--- config.mk ---
export PLATFORM = sky130hd
export DESIGN_NAME = sdm_stream_demux
export DESIGN_NICKNAME = d
export VERILOG_FILES = /design/src/rtl/sdm_pkg.sv /design/src/rtl/sdm_phase_tracker.sv /design/src/rtl/sdm_delay_line.sv /design/src/rtl/sdm_port_mux.sv /design/src/rtl/sdm_dclk_gen.sv /design/src/rtl/sdm_stream_demux.sv
export SDC_FILE = /design/constraint.sdc
export NUM_CORES = 1
export LEC_CHECK = 0
export BUFFER_PORTS_ARGS = -buffer_cell sky130_fd_sc_hd__buf_2
export CAP_MARGIN = 20
export CORE_MARGIN = 3
export CORE_UTILIZATION = 40
export DETAILED_ROUTE_END_ITERATION = 10
export PLACE_DENSITY_LB_ADDON = 0.3
export SYNTH_ARGS = -nofsm -noshare
export SYNTH_HDL_FRONTEND = slang
export SYNTH_SLANG_ARGS = --single-unit
--- constraint.sdc ---
create_clock -name clk -period 2.1 [get_ports clk]
set_clock_uncertainty 0.05 [all_clocks]
set_input_delay 0.63 -clock clk [delete_from_list [all_inputs] [get_ports clk]]
set_output_delay 0.63 -clock clk [all_outputs]
set_load 0.05 [all_outputs]
--- src/rtl/sdm_pkg.sv ---
package sdm_pkg;

    typedef enum logic [1:0] {
        MODE_SINGLE     = 2'b00,
        MODE_INTERLEAVE = 2'b01,
        MODE_PARALLEL   = 2'b10,
        MODE_RSVD       = 2'b11
    } out_mode_e;

    typedef enum logic {
        SLOT_B = 1'b0,
        SLOT_A = 1'b1
    } slot_e;

    typedef struct packed {
        logic  valid;
        slot_e slot;
    } tag_t;

    localparam tag_t TAG_EMPTY = '{valid: 1'b0, slot: SLOT_B};

    function automatic out_mode_e decode_mode(input logic [1:0] raw);
        out_mode_e m;
        m = out_mode_e'(raw);
        if (m == MODE_RSVD) begin
            m = MODE_SINGLE;
        end
        return m;
    endfunction

    function automatic logic is_dual(input out_mode_e m);
        return (m == MODE_INTERLEAVE) || (m == MODE_PARALLEL);
    endfunction

    function automatic slot_e other_slot(input slot_e s);
        return (s == SLOT_A) ? SLOT_B : SLOT_A;
    endfunction

endpackage

--- src/rtl/sdm_phase_tracker.sv ---
module sdm_phase_tracker
    import sdm_pkg::*;
(
    input  logic clk,
    input  logic rst,
    input  logic sync_in,
    input  logic dual_en,
    output tag_t entry_tag
);

    logic  sync_q;
    slot_e slot_q;
    logic  sync_fall;
    slot_e slot_next;

    assign sync_fall = sync_q && !sync_in;

    always_comb begin
        if (sync_fall) begin
            slot_next = SLOT_A;
        end else begin
            slot_next = other_slot(slot_q);
        end
        entry_tag.slot  = slot_next;
        entry_tag.valid = !dual_en || !sync_in;
    end

    always_ff @(posedge clk) begin
        if (rst) begin
            sync_q <= 1'b0;
            slot_q <= SLOT_B;
        end else begin
            sync_q <= sync_in;
            slot_q <= slot_next;
        end
    end

endmodule

--- src/rtl/sdm_delay_line.sv ---
module sdm_delay_line
    import sdm_pkg::*;
#(
    parameter int unsigned WORD_W = 8,
    parameter int unsigned DEPTH  = 9
) (
    input  logic              clk,
    input  logic              rst,
    input  logic [WORD_W-1:0] din,
    input  tag_t              tin,
    output logic [WORD_W-1:0] near_data,
    output tag_t              near_tag,
    output logic [WORD_W-1:0] far_data,
    output tag_t              far_tag
);

    localparam int unsigned NEAR_IDX = DEPTH - 2;
    localparam int unsigned FAR_IDX  = DEPTH - 1;

    logic [WORD_W-1:0] dat_q [DEPTH];
    tag_t              tag_q [DEPTH];

    always_ff @(posedge clk) begin
        if (rst) begin
            for (int i = 0; i < int'(DEPTH); i++) begin
                dat_q[i] <= '0;
                tag_q[i] <= TAG_EMPTY;
            end
        end else begin
            dat_q[0] <= din;
            tag_q[0] <= tin;
            for (int i = 1; i < int'(DEPTH); i++) begin
                dat_q[i] <= dat_q[i-1];
                tag_q[i] <= tag_q[i-1];
            end
        end
    end

    assign near_data = dat_q[NEAR_IDX];
    assign near_tag  = tag_q[NEAR_IDX];
    assign far_data  = dat_q[FAR_IDX];
    assign far_tag   = tag_q[FAR_IDX];

endmodule

--- src/rtl/sdm_port_mux.sv ---
module sdm_port_mux
    import sdm_pkg::*;
#(
    parameter int unsigned WORD_W = 8
) (
    input  logic              clk,
    input  logic              rst,
    input  out_mode_e         mode,
    input  logic              fmt_twos,
    input  logic              pwr_down,
    input  logic [WORD_W-1:0] near_data,
    input  tag_t              near_tag,
    input  logic [WORD_W-1:0] far_data,
    input  tag_t              far_tag,
    output logic [WORD_W-1:0] port_a,
    output logic              port_a_oe,
    output logic [WORD_W-1:0] port_b,
    output logic              port_b_oe
);

    localparam int unsigned MSB = WORD_W - 1;

    logic              ld_a;
    logic              ld_b;
    logic              pair_ready;
    logic [WORD_W-1:0] a_src;
    logic [WORD_W-1:0] a_word;
    logic [WORD_W-1:0] b_word;

    function automatic logic [WORD_W-1:0] recode(input logic [WORD_W-1:0] w,
                                                 input logic twos);
        logic [WORD_W-1:0] r;
        r      = w;
        r[MSB] = w[MSB] ^ twos;
        return r;
    endfunction

    assign pair_ready = near_tag.valid && (near_tag.slot == SLOT_B)
                     && far_tag.valid  && (far_tag.slot  == SLOT_A);

    always_comb begin
        ld_a  = 1'b0;
        ld_b  = 1'b0;
        a_src = near_data;
        unique case (mode)
            MODE_INTERLEAVE: begin
                ld_a = near_tag.valid && (near_tag.slot == SLOT_A);
                ld_b = near_tag.valid && (near_tag.slot == SLOT_B);
            end
            MODE_PARALLEL: begin
                ld_a  = pair_ready;
                ld_b  = pair_ready;
                a_src = far_data;
            end
            default: begin
                ld_a = 1'b1;
            end
        endcase
    end

    assign a_word = recode(a_src, fmt_twos);
    assign b_word = recode(near_data, fmt_twos);

    always_ff @(posedge clk) begin
        if (rst) begin
            port_a    <= '0;
            port_b    <= '0;
            port_a_oe <= 1'b0;
            port_b_oe <= 1'b0;
        end else begin
            if (ld_a) begin
                port_a <= a_word;
            end
            if (ld_b) begin
                port_b <= b_word;
            end
            port_a_oe <= !pwr_down;
            port_b_oe <= !pwr_down && is_dual(mode);
        end
    end


    drop_hold_chk: assert property (@(posedge clk) disable iff (rst)
        (is_dual(mode) && !near_tag.valid) |=> ($stable(port_a) && $stable(port_b)));


    alt_load_chk: assert property (@(posedge clk) disable iff (rst)
        (mode == MODE_INTERLEAVE) |-> !(ld_a && ld_b));


    pdwn_oe_chk: assert property (@(posedge clk) disable iff (rst)
        pwr_down |=> (!port_a_oe && !port_b_oe));


    single_b_off_chk: assert property (@(posedge clk) disable iff (rst)
        (mode == MODE_SINGLE) |=> !port_b_oe);

endmodule

--- src/rtl/sdm_dclk_gen.sv ---
module sdm_dclk_gen
    import sdm_pkg::*;
(
    input  logic      clk,
    input  logic      rst,
    input  out_mode_e mode,
    input  logic      dclk_en,
    input  slot_e     near_slot,
    output logic      dclk_out,
    output logic      dclk_oe
);

    logic dclk_q;
    logic dclk_next;

    always_comb begin
        if (mode == MODE_PARALLEL) begin
            dclk_next = (near_slot == SLOT_A);
        end else begin
            dclk_next = (near_slot == SLOT_B);
        end
    end

    always_ff @(posedge clk) begin
        if (rst) begin
            dclk_q  <= 1'b0;
            dclk_oe <= 1'b0;
        end else begin
            dclk_q  <= dclk_next;
            dclk_oe <= dclk_en;
        end
    end

    assign dclk_out = dclk_oe && (is_dual(mode) ? dclk_q : !clk);


    dclk_on_chk: assert property (@(posedge clk) disable iff (rst)
        dclk_en |=> dclk_oe);


    dclk_off_chk: assert property (@(posedge clk) disable iff (rst)
        !dclk_en |=> (!dclk_oe && !dclk_out));

endmodule

--- src/rtl/sdm_stream_demux.sv ---
module sdm_stream_demux
    import sdm_pkg::*;
#(
    parameter int unsigned WORD_W  = 8,
    parameter int unsigned LATENCY = 8
) (
    input  logic              clk,
    input  logic              rst,
    input  logic [WORD_W-1:0] sample_in,
    input  logic              sync_in,
    input  logic [1:0]        mode_sel,
    input  logic              fmt_twos,
    input  logic              dclk_en,
    input  logic              pwr_down,
    output logic [WORD_W-1:0] port_a,
    output logic              port_a_oe,
    output logic [WORD_W-1:0] port_b,
    output logic              port_b_oe,
    output logic              dclk_out,
    output logic              dclk_oe
);

    localparam int unsigned DEPTH = LATENCY + 1;

    out_mode_e         mode;
    tag_t              entry_tag;
    logic [WORD_W-1:0] near_data;
    tag_t              near_tag;
    logic [WORD_W-1:0] far_data;
    tag_t              far_tag;

    assign mode = decode_mode(mode_sel);

    sdm_phase_tracker u_phase (
        .clk       (clk),
        .rst       (rst),
        .sync_in   (sync_in),
        .dual_en   (is_dual(mode)),
        .entry_tag (entry_tag)
    );

    sdm_delay_line #(
        .WORD_W (WORD_W),
        .DEPTH  (DEPTH)
    ) u_delay (
        .clk       (clk),
        .rst       (rst),
        .din       (sample_in),
        .tin       (entry_tag),
        .near_data (near_data),
        .near_tag  (near_tag),
        .far_data  (far_data),
        .far_tag   (far_tag)
    );

    sdm_port_mux #(
        .WORD_W (WORD_W)
    ) u_ports (
        .clk       (clk),
        .rst       (rst),
        .mode      (mode),
        .fmt_twos  (fmt_twos),
        .pwr_down  (pwr_down),
        .near_data (near_data),
        .near_tag  (near_tag),
        .far_data  (far_data),
        .far_tag   (far_tag),
        .port_a    (port_a),
        .port_a_oe (port_a_oe),
        .port_b    (port_b),
        .port_b_oe (port_b_oe)
    );

    sdm_dclk_gen u_dclk (
        .clk       (clk),
        .rst       (rst),
        .mode      (mode),
        .dclk_en   (dclk_en),
        .near_slot (near_tag.slot),
        .dclk_out  (dclk_out),
        .dclk_oe   (dclk_oe)
    );

endmodule

# Yosys cells after proc, flatten, opt, wreduce, memory -nomap -nowiden
# Memory sizes are Yosys's and may differ from the RTL's.
# Cells that the tools add are included.
# classes
n_eq_ne	3
mux	29
bitwise	21
n_reduce_logical	13
# op_table
operator	count
two-way mux 8 bit	10
two-way mux 2 bit	10
OR 1 bit	18
logical AND 1 bit	7
two-way mux 1 bit	7
equality test 2 bit (second input constant)	2
zero test 1 bit	4
one-hot mux 1 bit (2 select lines)	2
equality test 2 x 1 -> 1 bit (second input constant)	1
logical OR 1 bit	2
bitwise XOR 1 bit	2
inverter 1 bit	1
# word_totals
regBits	22
mem_bits_rw	90
input_bits	16
wordCells	76
n_memories	2
# memory_table
name	depth	word_bits	read_ports	rd_clocked_by_memory_dff	wr	line	source
u_delay.dat_q	9	8	9	0	9	sdm_delay_line.sv:20	logic [WORD_W-1:0] dat_q [DEPTH];
u_delay.tag_q	9	2	9	0	9	sdm_delay_line.sv:21	tag_t tag_q [DEPTH];

# Logic depth before layout (Yosys ltp)
# logic_depth
ltp_word	7
depth_mapped	7
depth_no_buf	6

# By module
# A second synthesis with hierarchy kept.
# hier_totals
hier_cells	308
hier_area_um2	3667.3
# by_module_without_submodules
module	instances	cells_per_inst	area_each_um2	seq_area_each_um2
sdm_delay_line	1	210	2627.5	1801.7
sdm_port_mux	1	76	830.8	360.3
sdm_dclk_gen	1	9	88.8	40.0
sdm_phase_tracker	1	8	83.8	40.0
sdm_stream_demux	1	5	36.3	0.0

==> reports/qor.json <==
{
  "critical_path": {
    "crit_path_max_fanout": 2,
    "kind_of_critical_path": "clk -> out",
    "endpoint_kind": "output port",
    "critical_path.startpoint_type": "clock port",
    "worst_ep_required_time_ns": 1.42,
    "setup.worst_path.start": "clk",
    "setup.reg_to_reg.worst_slack_ns": 0.60,
    "rr_worst_depth": 4,
    "timing.critical_path.arrival_ns": 1.47,
    "crit-reg2reg-launch": "u_delay.tag_q[0][14]$_SDFF_PP0_",
    "r2r-end": "u_ports.port_a[7]$_SDFFE_PP0P_"
  },
  "floorplan": {
    "placementRows": 32,
    "fp.dieArea_um2": 9364,
    "pin_count": 36,
    "die_height_um": 96.77,
    "start_util_pct": 42.00,
    "floorplan.die.width_um": 96.77,
    "core_area_um2": 7848
  },
  "place": {
    "postPlaceCellArea_um2": 3635,
    "gp_routability_congestion": 0.6327,
    "detailedPlace.worstSlack_ns": -0.06103,
    "placement.io_buffers": 35,
    "dp.final_hpwl_um": 2439
  },
  "sta": {
    "final.setup.tns_ns": -0.05475,
    "final_max_slew_viol_count": 0,
    "timing.final.setup_violations": 1,
    "rsz0062_at_grt": "yes",
    "fin_ws_ns": -0.05475,
    "hold_viol": 0,
    "maxSlewHeadroom_pct": 62.61,
    "measured_slew_at_the_worst_slew_check_pin_ns": 0.5607
  },
  "pwr": {
    "ir_worst_vdd_v": 0.0003703,
    "total_leakage_power_nw": 1.561,
    "finalPower_mw": 3.650,
    "power_per_cell_area_nw_per_um2": 945.0
  },
  "synthesis": {
    "yosys-top-cells-area": "dfxtp_1, nor2b_1, mux2i_1, nor2_1, a211oi_1",
    "register_area_share_after_synthesis_pct": 67.43,
    "ys_ff_latch": 111,
    "yosys_top_cell_area_share_pct": 67.43,
    "synth_area_leader_cell": "dfxtp_1",
    "synth-edff-count": 0,
    "post_synth_inst_count": 277,
    "synth_nets": 295,
    "synth_common_cells": "dfxtp_1, nor2b_1, nor2_1",
    "syn_area_per_cell_um2": 11.90,
    "ys_warn_count": 0,
    "synthArstFlopShare_pct": 0,
    "synth_cell_type_count": 23,
    "ys_dominant_reg_cell": "dfxtp_1",
    "most_common_cell_in_the_netlist": "dfxtp_1",
    "synth.cell_area_um2": 3296
  },
  "global_route": {
    "grt-ovfl-total": 0,
    "antenna_found_initial": 0,
    "grt_start_max_net_pins": 47,
    "vias_in_the_first_global_route": 1714,
    "grt_pass1_wl_um": 7051,
    "grt_usage_pct": 9.726
  },
  "run_status": {
    "run_status": "finished, violations left",
    "violations_in_the_final_reports": "setup timing"
  },
  "detailed_routing": {
    "vias": 1785,
    "final_antenna_net_count": 0,
    "first_pass_iters": 4,
    "detailedRoute.firstIterationViolations": 61,
    "postRouteWirelength_um": 3986,
    "avgRoutedWirePerCell_um": 9.445,
    "drc": 0,
    "via_per_inst": 4.230
  },
  "finish": {
    "areaGrowthSynthToFinish_pct": 17.20,
    "layout.nets": 334,
    "layout.cell_area.non_filler_um2": 3862,
    "insertedDiodeCount": 0,
    "post_route_cells_drive_above_1_share_pct": 20.00,
    "post-route-util_pct": 49.22
  },
  "hold_path": {
    "worst_hold_class": "in -> reg",
    "min_path_cells": 2,
    "timing.hold.worst_endpoint": "u_ports.port_a_oe$_SDFF_PP0_",
    "hold_start": "pwr_down"
  },
  "run": {
    "max-cap-violations": 0
  },
  "clocking": {
    "cts.clk_slew.worst_paths_ns": 0.10,
    "clock_latency_ns": 0.45,
    "tritoncts": "built"
  }
}
-- logic make-up after synthesis --
group                      count (synthesis)  synth area share (%)
xor gates and xnor gates                   3                0.7974
muxes                                     16                 4.859
AOI/OAI and AO/OA                         14                 3.531
buffers and inverters                     17                 2.202
and+or+nand+nor                          114                 20.42
DFF                                      111                 67.43
adders and majority gates                  2                0.7592
-- report_power, final --
part | internal (mW) | switching (mW) | total (mW)
registers | 2.15 | 0.0128 | 2.17
logic | 0.0743 | 0.133 | 0.207
clock network | 0.580 | 0.697 | 1.28
total | 2.81 | 0.842 | 3.65
-- layout make-up --
| type | count | area [um2] |
|---|---|---|
| repair buffers | 39 | 247.7 |
| fillers | 728 | 3985 |
| well taps | 102 | 127.6 |
| clock inverters | 5 | 43.79 |
| clock buffers | 13 | 181.4 |
| multi-input cells | 149 | 1028 |
| flip-flops and latches | 111 | 2222 |
| inverters | 3 | 11.26 |
-- worst max-delay path: stages --
cell	delay, ns
buf_8	0.10
nand2_4	0.04
o211a_4	0.14
buf_8	0.14
-- worst max-delay path by stage --
stage | to | slack, ns | depth (start not counted)
after global routing | dclk_out | -0.07 | 4
final | dclk_out | -0.05 | 4
after floorplan | dclk_out | 0.07 | 2
after global placement | dclk_out | -0.06 | 3
after CTS | dclk_out | -0.08 | 4
after detailed placement | dclk_out | -0.06 | 6
-- placed cells by master (no fill, tap or decap), drive strengths merged --
cell type / synthesis / final
a211oi: 8 / 8
nor2: 18 / 18
ha: 2 / 2
nand2b: 2 / 2
inv: 3 / 4
xor2: 1 / 1
clkbuf: 11 / 11
mux2i: 16 / 16
dfxtp: 111 / 111
a21oi: 2 / 2
xnor2: 2 / 2
nand2: 1 / 1
buf: 3 / 41
o21ai: 1 / 1
clkinvlp: 0 / 2
nor3: 2 / 2
nand3: 1 / 1
o211a: 1 / 1
nor2b: 90 / 90
a31oi: 2 / 2
clkinv: 0 / 2
-- state kept, by name (all words and copies together) (netlist names) --
name / cells
u_delay.tag_q: 18
u_ports.port_b: 8
u_ports.port_b_oe: 1
u_ports.port_a_oe: 1
u_ports.port_a: 8
u_delay.dat_q: 72
u_dclk.dclk_q: 1
u_phase.sync_q: 1
u_dclk.dclk_oe: 1
-- stage by stage --
step,hold slack [ns],cells
5_1_grt,0.2656,422
3_5_place_dp,0.3703,405
2_1_floorplan,0.3498,277
6_report,0.2959,422
4_1_cts,0.2604,422
3_3_place_gp,0.3629,405
-- routing by layer --
layer | routed length, um | vias to the layer above | GRT usage, %
li1 | - | 950 | -
met3 | 329 | 9 | 6.128
met2 | 1683 | 49 | 13.22
met1 | 1876 | 777 | 10.77
met5 | 0 | - | 0
met4 | 97 | 0 | 7.451
-- timing repair --
item                                    in CTS  in global routing
hold buffers                                 0                  0
hold endpoints to repair                     0                  0
endpoints found under the setup margin       2                  2
pin swaps                                    1                  0
gates resized for setup                      4                  3
setup buffers                                0                  0
gates cloned                                 0                  0
No activity file was read; power rests on OpenSTA's default activity.
